--- src/rtl/fault_inj_pkg.sv ---
package fault_inj_pkg;

  typedef enum logic [3:0] {
    FT_NONE    = 4'd0,
    FT_STUCK   = 4'd1,
    FT_TRANS   = 4'd2,
    FT_RDIST   = 4'd3,
    FT_DRDIST  = 4'd4,
    FT_INCRD   = 4'd5,
    FT_WDIST   = 4'd6,
    FT_CINV    = 4'd7,
    FT_CIDEM   = 4'd8,
    FT_CSTATE  = 4'd9,
    FT_BAND    = 4'd10,
    FT_BOR     = 4'd11
  } fault_e;

  typedef struct packed {
    logic [3:0] ftype;
    logic       trig;
    logic       val;
  } cfg_t;

  // Control-to-array strobes for one access cycle.
  typedef struct packed {
    logic wrEn;   // update addressed cell
    logic wrBit;
    logic vicEn;  // side-effect update of the victim cell
    logic vicBit;
    logic rdEn;   // register read data
    logic rdBit;
  } strobe_t;

endpackage

--- src/rtl/fault_inj_ctrl.sv ---
module fault_inj_ctrl
  import fault_inj_pkg::*;
#(
  parameter int ADDR_W = 4
) (
  input  logic              clk,
  input  logic              rstN,
  input  logic              cfgWe,
  input  logic [3:0]        cfgType,
  input  logic [ADDR_W-1:0] cfgVictim,
  input  logic [ADDR_W-1:0] cfgAggr,
  input  logic              cfgTrig,
  input  logic              cfgVal,
  input  logic              memEn,
  input  logic              memWe,
  input  logic [ADDR_W-1:0] memAddr,
  input  logic              memWdata,
  input  logic              curBit,
  input  logic              vicBit,
  input  logic              aggBit,
  output cfg_t              cfgQ,
  output logic [ADDR_W-1:0] vicQ,
  output logic [ADDR_W-1:0] aggQ,
  output strobe_t           stb
);

  logic rdReq, wrReq, isVic, isAgg, aggEdge;

  always_ff @(posedge clk or negedge rstN) begin
    if (!rstN) begin
      cfgQ <= '0;
      vicQ <= '0;
      aggQ <= '0;
    end else if (cfgWe && !memEn) begin
      cfgQ <= '{ftype: cfgType, trig: cfgTrig, val: cfgVal};
      vicQ <= cfgVictim;
      aggQ <= cfgAggr;
    end
  end

  assign rdReq   = memEn && !memWe;
  assign wrReq   = memEn && memWe;
  assign isVic   = (memAddr == vicQ);
  assign isAgg   = (memAddr == aggQ);
  assign aggEdge = isAgg && !isVic && (curBit != memWdata) && (memWdata == cfgQ.trig);

  always_comb begin
    stb        = '0;
    stb.wrEn   = wrReq;
    stb.wrBit  = memWdata;
    stb.rdEn   = rdReq;
    stb.rdBit  = curBit;
    stb.vicBit = vicBit;
    if (wrReq) begin
      case (cfgQ.ftype)
        FT_STUCK: if (isVic) stb.wrBit = cfgQ.val;
        FT_TRANS: begin
          if (isVic && cfgQ.trig && !curBit && memWdata) stb.wrBit = 1'b0;
          if (isVic && !cfgQ.trig && curBit && !memWdata) stb.wrBit = 1'b1;
        end
        FT_WDIST: if (isVic && (memWdata == curBit)) stb.wrBit = ~curBit;
        FT_CINV: if (aggEdge) begin
          stb.vicEn  = 1'b1;
          stb.vicBit = ~vicBit;
        end
        FT_CIDEM: if (aggEdge) begin
          stb.vicEn  = 1'b1;
          stb.vicBit = cfgQ.val;
        end
        default: ;
      endcase
    end else if (rdReq) begin
      case (cfgQ.ftype)
        FT_STUCK: if (isVic) stb.rdBit = cfgQ.val;
        FT_RDIST: if (isVic) begin
          stb.rdBit = ~curBit;
          stb.wrEn  = 1'b1;
          stb.wrBit = ~curBit;
        end
        FT_DRDIST: if (isVic) begin
          stb.wrEn  = 1'b1;
          stb.wrBit = ~curBit;
        end
        FT_INCRD: if (isVic) stb.rdBit = ~curBit;
        FT_CSTATE: if (isVic && (aggBit == cfgQ.trig)) stb.rdBit = cfgQ.val;
        FT_BAND: if (isVic || isAgg) stb.rdBit = vicBit & aggBit;
        FT_BOR: if (isVic || isAgg) stb.rdBit = vicBit | aggBit;
        default: ;
      endcase
    end
  end

endmodule

--- src/rtl/fault_inj_array.sv ---
module fault_inj_array
  import fault_inj_pkg::*;
#(
  parameter int ADDR_W = 4
) (
  input  logic              clk,
  input  logic              rstN,
  input  strobe_t           stb,
  input  logic [ADDR_W-1:0] addr,
  input  logic [ADDR_W-1:0] vicAddr,
  input  logic [ADDR_W-1:0] aggAddr,
  output logic              curBit,
  output logic              vicBit,
  output logic              aggBit,
  output logic              rdValid,
  output logic              rdData
);

  localparam int DEPTH = 1 << ADDR_W;

  logic [DEPTH-1:0] cells;

  assign curBit = cells[addr];
  assign vicBit = cells[vicAddr];
  assign aggBit = cells[aggAddr];

  always_ff @(posedge clk or negedge rstN) begin
    if (!rstN) begin
      cells   <= '0;
      rdValid <= 1'b0;
      rdData  <= 1'b0;
    end else begin
      if (stb.wrEn) cells[addr] <= stb.wrBit;
      if (stb.vicEn) cells[vicAddr] <= stb.vicBit;
      rdValid <= stb.rdEn;
      if (stb.rdEn) rdData <= stb.rdBit;
    end
  end

endmodule

--- src/rtl/fault_inj_ram.sv ---
module fault_inj_ram
  import fault_inj_pkg::*;
#(
  parameter int ADDR_W = 4
) (
  input  logic              clk,
  input  logic              rstN,
  input  logic              cfgWe,
  input  logic [3:0]        cfgType,
  input  logic [ADDR_W-1:0] cfgVictim,
  input  logic [ADDR_W-1:0] cfgAggr,
  input  logic              cfgTrig,
  input  logic              cfgVal,
  input  logic              memEn,
  input  logic              memWe,
  input  logic [ADDR_W-1:0] memAddr,
  input  logic              memWdata,
  output logic              rdValid,
  output logic              rdData
);

  cfg_t              cfgQ;
  logic [ADDR_W-1:0] vicQ, aggQ;
  strobe_t           stb;
  logic              curBit, vicBit, aggBit;

  fault_inj_ctrl #(.ADDR_W(ADDR_W)) uCtrl (
    .clk(clk), .rstN(rstN), .cfgWe(cfgWe), .cfgType(cfgType),
    .cfgVictim(cfgVictim), .cfgAggr(cfgAggr), .cfgTrig(cfgTrig), .cfgVal(cfgVal),
    .memEn(memEn), .memWe(memWe), .memAddr(memAddr), .memWdata(memWdata),
    .curBit(curBit), .vicBit(vicBit), .aggBit(aggBit),
    .cfgQ(cfgQ), .vicQ(vicQ), .aggQ(aggQ), .stb(stb)
  );

  fault_inj_array #(.ADDR_W(ADDR_W)) uArray (
    .clk(clk), .rstN(rstN), .stb(stb), .addr(memAddr),
    .vicAddr(vicQ), .aggAddr(aggQ),
    .curBit(curBit), .vicBit(vicBit), .aggBit(aggBit),
    .rdValid(rdValid), .rdData(rdData)
  );

endmodule

--- config.mk ---
export PLATFORM = sky130hd
export DESIGN_NAME = fault_inj_ram
export DESIGN_NICKNAME = d
export VERILOG_FILES = /design/src/rtl/fault_inj_pkg.sv /design/src/rtl/fault_inj_ctrl.sv /design/src/rtl/fault_inj_array.sv /design/src/rtl/fault_inj_ram.sv
export SDC_FILE = /design/constraint.sdc
export NUM_CORES = 1
export LEC_CHECK = 0
export CAP_MARGIN = 10
export CORE_MARGIN = 4
export CORE_UTILIZATION = 25
export CTS_CLUSTER_SIZE = 14
export DETAILED_ROUTE_END_ITERATION = 8
export DONT_BUFFER_PORTS = 1
export HOLD_SLACK_MARGIN = 0.15
export PLACE_DENSITY_LB_ADDON = 0.2
export SYNTH_ARGS = -nofsm -noshare
export SYNTH_HDL_FRONTEND = slang
export SYNTH_SLANG_ARGS = --single-unit
--- constraint.sdc ---
create_clock -name clk -period 3.17 [get_ports clk]
set_input_delay 0.634 -clock clk [delete_from_list [all_inputs] [get_ports clk]]
set_output_delay 0.634 -clock clk [all_outputs]
set_load 0.03 [all_outputs]
==> reports/results.tsv, run 1 <==
stage	metric	value	unit
status	status	finished, final reports clean	
critical_path	reg2reg_to	uArray.cells[0]$_DFF_PN0_	
layout	diodes	0	
detailed_routing	post-route-drc-count	0	
detailed_routing	dr_total_vias	2018	
clock_tree	cts_resized	0	
place	place_inst	387	
layout	synthToLayoutAreaGrowth	7.31	%
clock_tree	clkSinkCount	32	
critical_path	cp-end-kind	flip-flop	
power_and_ir_drop	peakVddDrop	164	uV
place	dp_slack	0.346	ns
timing	setup_viol	0	
clock_tree	h-tree-depth	2	
logic_synthesis	synth_seq_area_share	0.306	
clock_tree	clk_latency	0.29	ns
logic_synthesis	syn_inst	267	
detailed_routing	drtIter0Drc	133	
logic_synthesis	synth_area	2620	sq um
logic_synthesis	synth_seq_cells	32	
clock_tree	cts.clk_slew.worst_paths	0.08	ns
global_routing	grt_overflow	0	
critical_path	cp_max_fo	17	
critical_path	critPathBufInv	0	
critical_path	arrival	2.91	ns
global_routing	grt_pass1_vias	2047	
power_and_ir_drop	powerDensity	539	nW/um^2
timing	timing.final.ws_setup	0.424	ns
floorplan	start_util	0.255	
clock_tree	cts_hold_buf	1	
timing	skew	0.00896	ns
hold_path	hp-class	in -> async	
detailed_routing	drt_wl_total	7110	um
critical_path	path_class	reg -> reg	
logic_synthesis	synth_warnings	0	
timing	hold_slack	0.166	ns
layout	drive_above_1_share	0.246	
floorplan	num_rows	37	
critical_path	r2r_setup_slack	0.42	ns
timing	rsz0062_at_grt	no	
place	portBuffers	0	
logic_synthesis	syn-num-nets	291	
detailed_routing	first_pass_iters	4	
timing	period_share	0.866	
critical_path	cpLargestDelayFamily	compound AO/OA/AOI/OAI gates	
timing	fin_tns_setup	0	ns
critical_path	rr_worst_depth	7	
floorplan	core	10300	sq um
timing	timing.final.crit_period	2.75	ns
logic_synthesis	syn_avg_cell_area	9.80	sq um
detailed_routing	ant_nets	0	
global_routing	grt_max_degree	33	
clock_tree	post_cts_buffers	0	
place	gp_congestion	0.790	
detailed_routing	vias_per_cell	5.10	
global_routing	grt_pass1_wl	11500	um
power_and_ir_drop	p_leak	1.02	nW
global_routing	antenna_found_initial	0	
timing	relSlewSlack	0.569	
critical_path	reg2reg_from	uCtrl.cfgQ[4]$_DFFE_PN0P_	
floorplan	die_h	110	um
critical_path	crit_chain	or3b_1 > o21a_1 > o31a_1 > o31ai_4 > o21a_4 > a31oi_1 > mux2_1	
layout	nets	283	
floorplan	num_io_pins	26	
place	post-dp-hpwl	5320	um
job	maxCapViolations	0	
floorplan	die_w	110	um
clock_tree	cts_made_buffers	5	
logic_synthesis	synth_top_flop_cell	dfrtp_1	
layout	instances_no_fill	396	
global_routing	grt_usage	0.125	
floorplan	die_area	12200	sq um
critical_path	critPathSlowestCell	dfrtp_1	
layout	utilization	0.273	
logic_synthesis	synth_async_sr_flop_share	1.00	
timing	fmax	0.364	GHz
clock_tree	clk_root_buffer_cell	clkbuf_8	
logic_synthesis	synth-edff-count	0	
timing	worst-slew-pin-transition	0.647	ns
clock_tree	clockBufferDepth	2	
clock_tree	cts_tree	done	
timing	drv_slew	0	
critical_path	cp.required	3.33	ns
logic_synthesis	synth_cell_type_count	52	
timing	hold_violations	0	
critical_path	worstSetupStartpointType	flip-flop	
critical_path	slowest_delay	0.61	ns
detailed_routing	wl_per_cell	17.9	um
-- synth_stat cells, types with 2 or more instances --
| cell type | number | area [sq um] |
|---|---|---|
| mux2_1 | 6 | 67.6 |
| nor4_1 | 5 | 31.3 |
| nor3_1 | 13 | 65.1 |
| nand2b_1 | 6 | 37.5 |
| o31a_1 | 3 | 26.3 |
| nor4b_2 | 2 | 30.0 |
| nand4_2 | 2 | 25.0 |
| buf_2 | 7 | 35.0 |
| o22ai_1 | 2 | 12.5 |
| dfrtp_1 | 32 | 801 |
| xnor2_1 | 9 | 78.8 |
| clkbuf_1 | 5 | 18.8 |
| nand4_1 | 2 | 12.5 |
| nand3b_1 | 2 | 15.0 |
| a31oi_1 | 16 | 100 |
| nand2_1 | 25 | 93.8 |
| nor2b_1 | 4 | 25.0 |
| a22o_1 | 3 | 26.3 |
| buf_4 | 3 | 22.5 |
| nor2_1 | 30 | 113 |
| inv_1 | 5 | 18.8 |
| nand3_1 | 4 | 20.0 |
| mux4_2 | 10 | 225 |
| o21a_1 | 3 | 22.5 |
| mux2i_1 | 3 | 30.0 |
| and2_1 | 2 | 12.5 |
| mux2_4 | 4 | 60.1 |
| buf_6 | 4 | 45.0 |
| a21oi_1 | 6 | 30.0 |
| o21ai_0 | 4 | 20.0 |
| mux2_2 | 24 | 270 |
-- kinds of logic (layout without fill, tap and decap cells) --
| logic type | Yosys count | after routing | share of synthesized area |
|---|---|---|---|
| AO/OA/AOI/OAI | 50 | 50 | 0.150 |
| XOR/XNOR | 10 | 10 | 0.0335 |
| buffers and inverters | 25 | 18 | 0.0593 |
| flip-flops | 32 | 32 | 0.306 |
| multiplexers | 47 | 47 | 0.250 |
| AND/OR/NAND/NOR | 103 | 103 | 0.202 |
-- where the power goes --
group / total, mW / leakage [nW] / switching [mW] / internal, mW
sequential: 0.630 / 0.382 / 0.142 / 0.488
combinational: 0.489 / 0.583 / 0.213 / 0.275
clock: 0.395 / 0.0552 / 0.162 / 0.233
total: 1.51 / 1.02 / 0.517 / 0.997
-- cell type report --
class | instances | area, sq um
repair buffers | 5 | 50.0
fillers | 1100 | 7470
inverters | 5 | 18.8
clock inverters | 2 | 35.0
flip-flops and latches | 32 | 801
well taps | 136 | 170
multi-input cells | 210 | 1660
clock buffers | 6 | 72.6
-- sequential cells by signal, indices dropped and copies added (netlist names) --
name,cells
uCtrl.cfgQ,6
uCtrl.aggQ,4
uCtrl.vicQ,4
uArray.rdValid,1
uArray.rdData,1
uArray.cells,16
-- routing by layer --
metal | up-vias | global-route usage | part of all wire
met5 | - | 0 | 0
met4 | 0 | 0.0422 | 0.016
met3 | 6 | 0.0210 | 0.030
met2 | 37 | 0.200 | 0.47
met1 | 999 | 0.171 | 0.48
li1 | 976 | - | -
-- how the worst max path moves through the flow --
stage	start	slack (ns)	cells past startpoint	to
finish	uCtrl.cfgQ[4]$_DFFE_PN0P_	0.42	7	uArray.cells[0]$_DFF_PN0_
global route	uCtrl.cfgQ[4]$_DFFE_PN0P_	0.30	7	uArray.cells[0]$_DFF_PN0_
CTS	uCtrl.cfgQ[4]$_DFFE_PN0P_	0.43	7	uArray.cells[0]$_DFF_PN0_
detailed placement	memAddr[3]	0.35	7	uArray.cells[0]$_DFF_PN0_
global placement	memAddr[3]	0.38	7	uArray.cells[0]$_DFF_PN0_
floorplan	memAddr[3]	0.67	10	uArray.cells[1]$_DFF_PN0_
-- placed cells by master, fill, tap and decap left out, types with 2 or more instances in the layout --
cell and count:
mux2i_1 3, nand3_1 4, a22o_1 3, nand2_1 25, nand2b_1 6, clkbuf_8 5, o31a_1 3, buf_4 4
dfrtp_1 32, inv_1 5, nor2b_1 4, nor3_1 13, mux2_2 24, a21oi_1 6, mux2_4 4, xnor2_1 9
nand4_2 2, o21a_1 3, nor2_1 30, mux4_2 10, nand4_1 2, o21ai_0 4, mux2_1 6, o22ai_1 2
nand3b_1 2, nor4b_2 2, and2_1 2, nor4_1 5, a31oi_1 16
-- metrics by stage --
step                instance area [sq um]  power (mW)
detailed placement                   2680        1.12
global placement                     2680        1.11
CTS                                  2810        1.53
finish                               2810        1.51
floorplan                            2620        1.01
global route                         2810        1.62
No activity file was read; power rests on OpenSTA's default activity.
==> inputs of run 2 (changes only) <==
--- a/config.mk
+++ b/config.mk
@@ -15,4 +15,5 @@
 export PLACE_DENSITY_LB_ADDON = 0.2
 export SYNTH_ARGS = -nofsm -noshare
 export SYNTH_HDL_FRONTEND = slang
+export SYNTH_HIERARCHICAL = 1
 export SYNTH_SLANG_ARGS = --single-unit
==> run 2 against run 1 <==
Compared with the run above: fmax fell by 3.2%; hold slack got worse by 0.0023 ns; via count increased by 12%; power shrank 6.5%; global-route usage up 2.2 points; first-iteration DRC count is 130% higher; count of clock-buffer cells in the layout unchanged; combinational power increased by 5.1%; largest cell class unchanged.
==> reports/results.tsv, run 2 <==
stage	metric	value	unit	change
layout	nets	306		+8.1%
global_routing	antenna_found_initial	0		unchanged
logic_synthesis	synth.top_cells.by_count	dfrtp_1, nand2_1, nand3_1		
logic_synthesis	synth_top_area_frac	0.317		+0.0114
clock_tree	cts_tree	done		
global_routing	grt_usage	0.147		+0.0216
job	maxCapViolations	0		unchanged
clock_tree	cts_made_buffers	5		unchanged
layout	diodes	0		unchanged
logic_synthesis	synth_seq_cells	32		unchanged
timing	fin_tns_setup	0	ns	unchanged
power_and_ir_drop	peakVddDrop	168	uV	+2.4%
power_and_ir_drop	powerDensity	497	nW/um^2	-7.8%
timing	skew	0.00751	ns	-0.00145 ns
detailed_routing	dr_total_vias	2269		+12%
detailed_routing	drtIter0Drc	306		+130%
detailed_routing	ant_nets	0		unchanged
detailed_routing	first_pass_iters	4		unchanged
timing	hold_slack	0.163	ns	-0.00226 ns
timing	period_share	0.895		+0.0283
logic_synthesis	syn_avg_cell_area	9.28	sq um	-5.4%
clock_tree	clkSinkCount	32		unchanged
layout	drive_above_1_share	0.199		-0.0476
critical_path	cp-end-kind	flip-flop		
clock_tree	clk_latency	0.29	ns	about the same
detailed_routing	post-route-drc-count	0		unchanged
logic_synthesis	synth_area	2520	sq um	-3.6%
timing	hold_violations	0		unchanged
timing	relSlewSlack	0.587		+0.0183
power_and_ir_drop	finalPower	1.42	mW	-6.5%
logic_synthesis	ys_top_cells_by_area	dfrtp_1, mux4_1, mux2_2		
logic_synthesis	synth_top_flop_cell	dfrtp_1		
logic_synthesis	synth-edff-count	0		unchanged
floorplan	start_util	0.257		+0.00232
layout	largest_reg_flops	16		unchanged
critical_path	worstSetupStartpointType	flip-flop		
floorplan	die_w	108	um	-1.7%
hold_path	hp-class	in -> async		
status	status	finished, final reports clean		
timing	timing.final.crit_period	2.84	ns	+0.0896 ns
clock_tree	clockBufferDepth	2		unchanged
detailed_routing	drt_wl_total	8240	um	+16%
detailed_routing	wl_per_cell	19.8	um	+11%
logic_synthesis	synth_cell_type_count	43		-17%
place	gp_congestion	0.967		+22%
timing	setup_viol	0		unchanged
timing	worst-slew-pin-transition	0.618	ns	-0.0288 ns
logic_synthesis	syn-num-nets	296		+1.7%
global_routing	grt_max_degree	33		unchanged
layout	multi_input_area	1610	sq um	-2.9%
layout	final_cell_mix	dfrtp_1, nand3_1, nand2_1		
global_routing	grt_pass1_vias	2279		+11%
layout	regMostFlops	uArray/cells		
critical_path	cp.required	3.33	ns	about the same
critical_path	slowest_delay	0.52	ns	-0.09 ns
timing	fmax	0.353	GHz	-3.2%
global_routing	grt_overflow	0		unchanged
floorplan	num_io_pins	26		unchanged
layout	regArea	801	sq um	unchanged
place	portBuffers	0		unchanged
layout	reg_top3	uArray/cells x16, uCtrl/cfgQ x6		
critical_path	critPathSlowestCell	mux4_1		
layout	layout_commonest_cell	dfrtp_1		
clock_tree	clk_root_buffer_cell	clkbuf_8		
critical_path	arrival	3.00	ns	+0.09 ns
clock_tree	cts.clk_slew.worst_paths	0.07	ns	about the same
layout	synthToLayoutAreaGrowth	12.9	%	
detailed_routing	vias_per_cell	5.47		+7.3%
critical_path	critPathBufInv	0		unchanged
floorplan	num_rows	36		-2.7%
place	post-dp-hpwl	6210	um	+17%
clock_tree	h-tree-depth	2		unchanged
logic_synthesis	synth_warnings	6		+6
floorplan	die_h	108	um	-1.7%
timing	drv_slew	0		unchanged
power_and_ir_drop	p_leak	1.09	nW	+6.6%
critical_path	cpLargestDelayFamily	simple AND/OR/NAND/NOR gates		
global_routing	grt_pass1_wl	13200	um	+15%
logic_synthesis	synth_async_sr_flop_share	1.00		unchanged
timing	rsz0062_at_grt	no		
logic_synthesis	syn_inst	272		+1.9%
critical_path	cp_max_fo	9		-8
logic_synthesis	yosysTopAreaCell	dfrtp_1		
logic_synthesis	synth.most_common_cell	dfrtp_1		
logic_synthesis	synth_seq_area_share	0.317		+0.0114
floorplan	die_area	11800	sq um	-3.3%
floorplan	core	9820	sq um	-4.5%
critical_path	path_class	reg -> reg		
layout	fill_cells	1078		-2.0%
critical_path	crit_chain	mux4_1 > mux2i_1 > mux2i_2 > a2bb2oi_1 > nor4_2 > o21a_2 > or3b_4 > nor4_1 > a31oi_1		
## run 2: power by group
part	leakage [nW]	switching [mW]	internal, mW
registers	0.400	0.114	0.479
clock network	0.0410	0.160	0.149
logic	0.646	0.254	0.261
total	1.09	0.527	0.889
## run 2: logic make-up after synthesis
kind of cell / Yosys count / synth area share
and+or+nand+nor: 116 / 0.256
AOI/OAI and AO/OA: 58 / 0.138
muxes: 33 / 0.206
DFF: 32 / 0.317
buffers and inverters: 23 / 0.0481
xor gates and xnor gates: 9 / 0.0312
adders and majority gates: 1 / 0.00397
## run 2: timing repair
item	in CTS	in global routing
buffers inserted	0	0
gates resized for setup	0	3
hold buffers	1	0
hold endpoints to repair	32	0
setup endpoints to repair	0	16
## run 2: per-stage QoR
step / worst slack, ns / instance area, sq um / instances / util
2_1_floorplan: 0.0662 / 2520 / 272 / -
3_3_place_gp: 0.0769 / 2740 / 407 / 0.279
3_5_place_dp: -0.00133 / 2740 / 407 / 0.279
4_1_cts: 0.235 / 2840 / 415 / 0.289
5_1_grt: 0.0839 / 2850 / 415 / 0.290
6_report: 0.334 / 2850 / 415 / 0.290
## run 2: final timing paths
kind / from / to / slack (ns) / depth (start not counted)
hold reg to reg: uCtrl/aggQ[2]$_DFFE_PN0P_ / uCtrl/aggQ[2]$_DFFE_PN0P_ / 0.60 / 1
setup reg to reg: uArray/cells[9]$_DFF_PN0_ / uArray/cells[0]$_DFF_PN0_ / 0.33 / 9
hold / removal: rstN / uCtrl/cfgQ[4]$_DFFE_PN0P_ / 0.16 / 1
setup / recovery: uArray/cells[9]$_DFF_PN0_ / uArray/cells[0]$_DFF_PN0_ / 0.33 / 9
min in group clk: cfgTrig / uCtrl/cfgQ[1]$_DFFE_PN0P_ / 0.46 / 2
max in group asynchronous: rstN / uArray/cells[4]$_DFF_PN0_ / 2.81 / 1
## run 2: area by class of cell
| class | count | share of cell area |
|---|---|---|
| clock inverter | 1 | 0.00176 |
| tap | 133 | 0.0584 |
| timing repair buffer | 22 | 0.0623 |
| clock buffer | 6 | 0.0255 |
| sequential | 32 | 0.281 |
| multi-input combinational | 217 | 0.566 |
| inverter | 4 | 0.00527 |
## run 2: metal layers
layer | track usage | share of wire | vias up
li1 | - | - | 1049
met2 | 0.228 | 0.46 | 97
met4 | 0.0370 | 0.017 | 0
met3 | 0.0364 | 0.084 | 17
met5 | 0 | 0 | -
met1 | 0.203 | 0.44 | 1106
## run 2: worst register-to-register path, delay by kind of cell (launching register included)
family,cells,cell delay [ns]
multiplexers,3,0.85
flip-flops,1,0.43
AO/OA/AOI/OAI,3,0.51
AND/OR/NAND/NOR,3,0.93
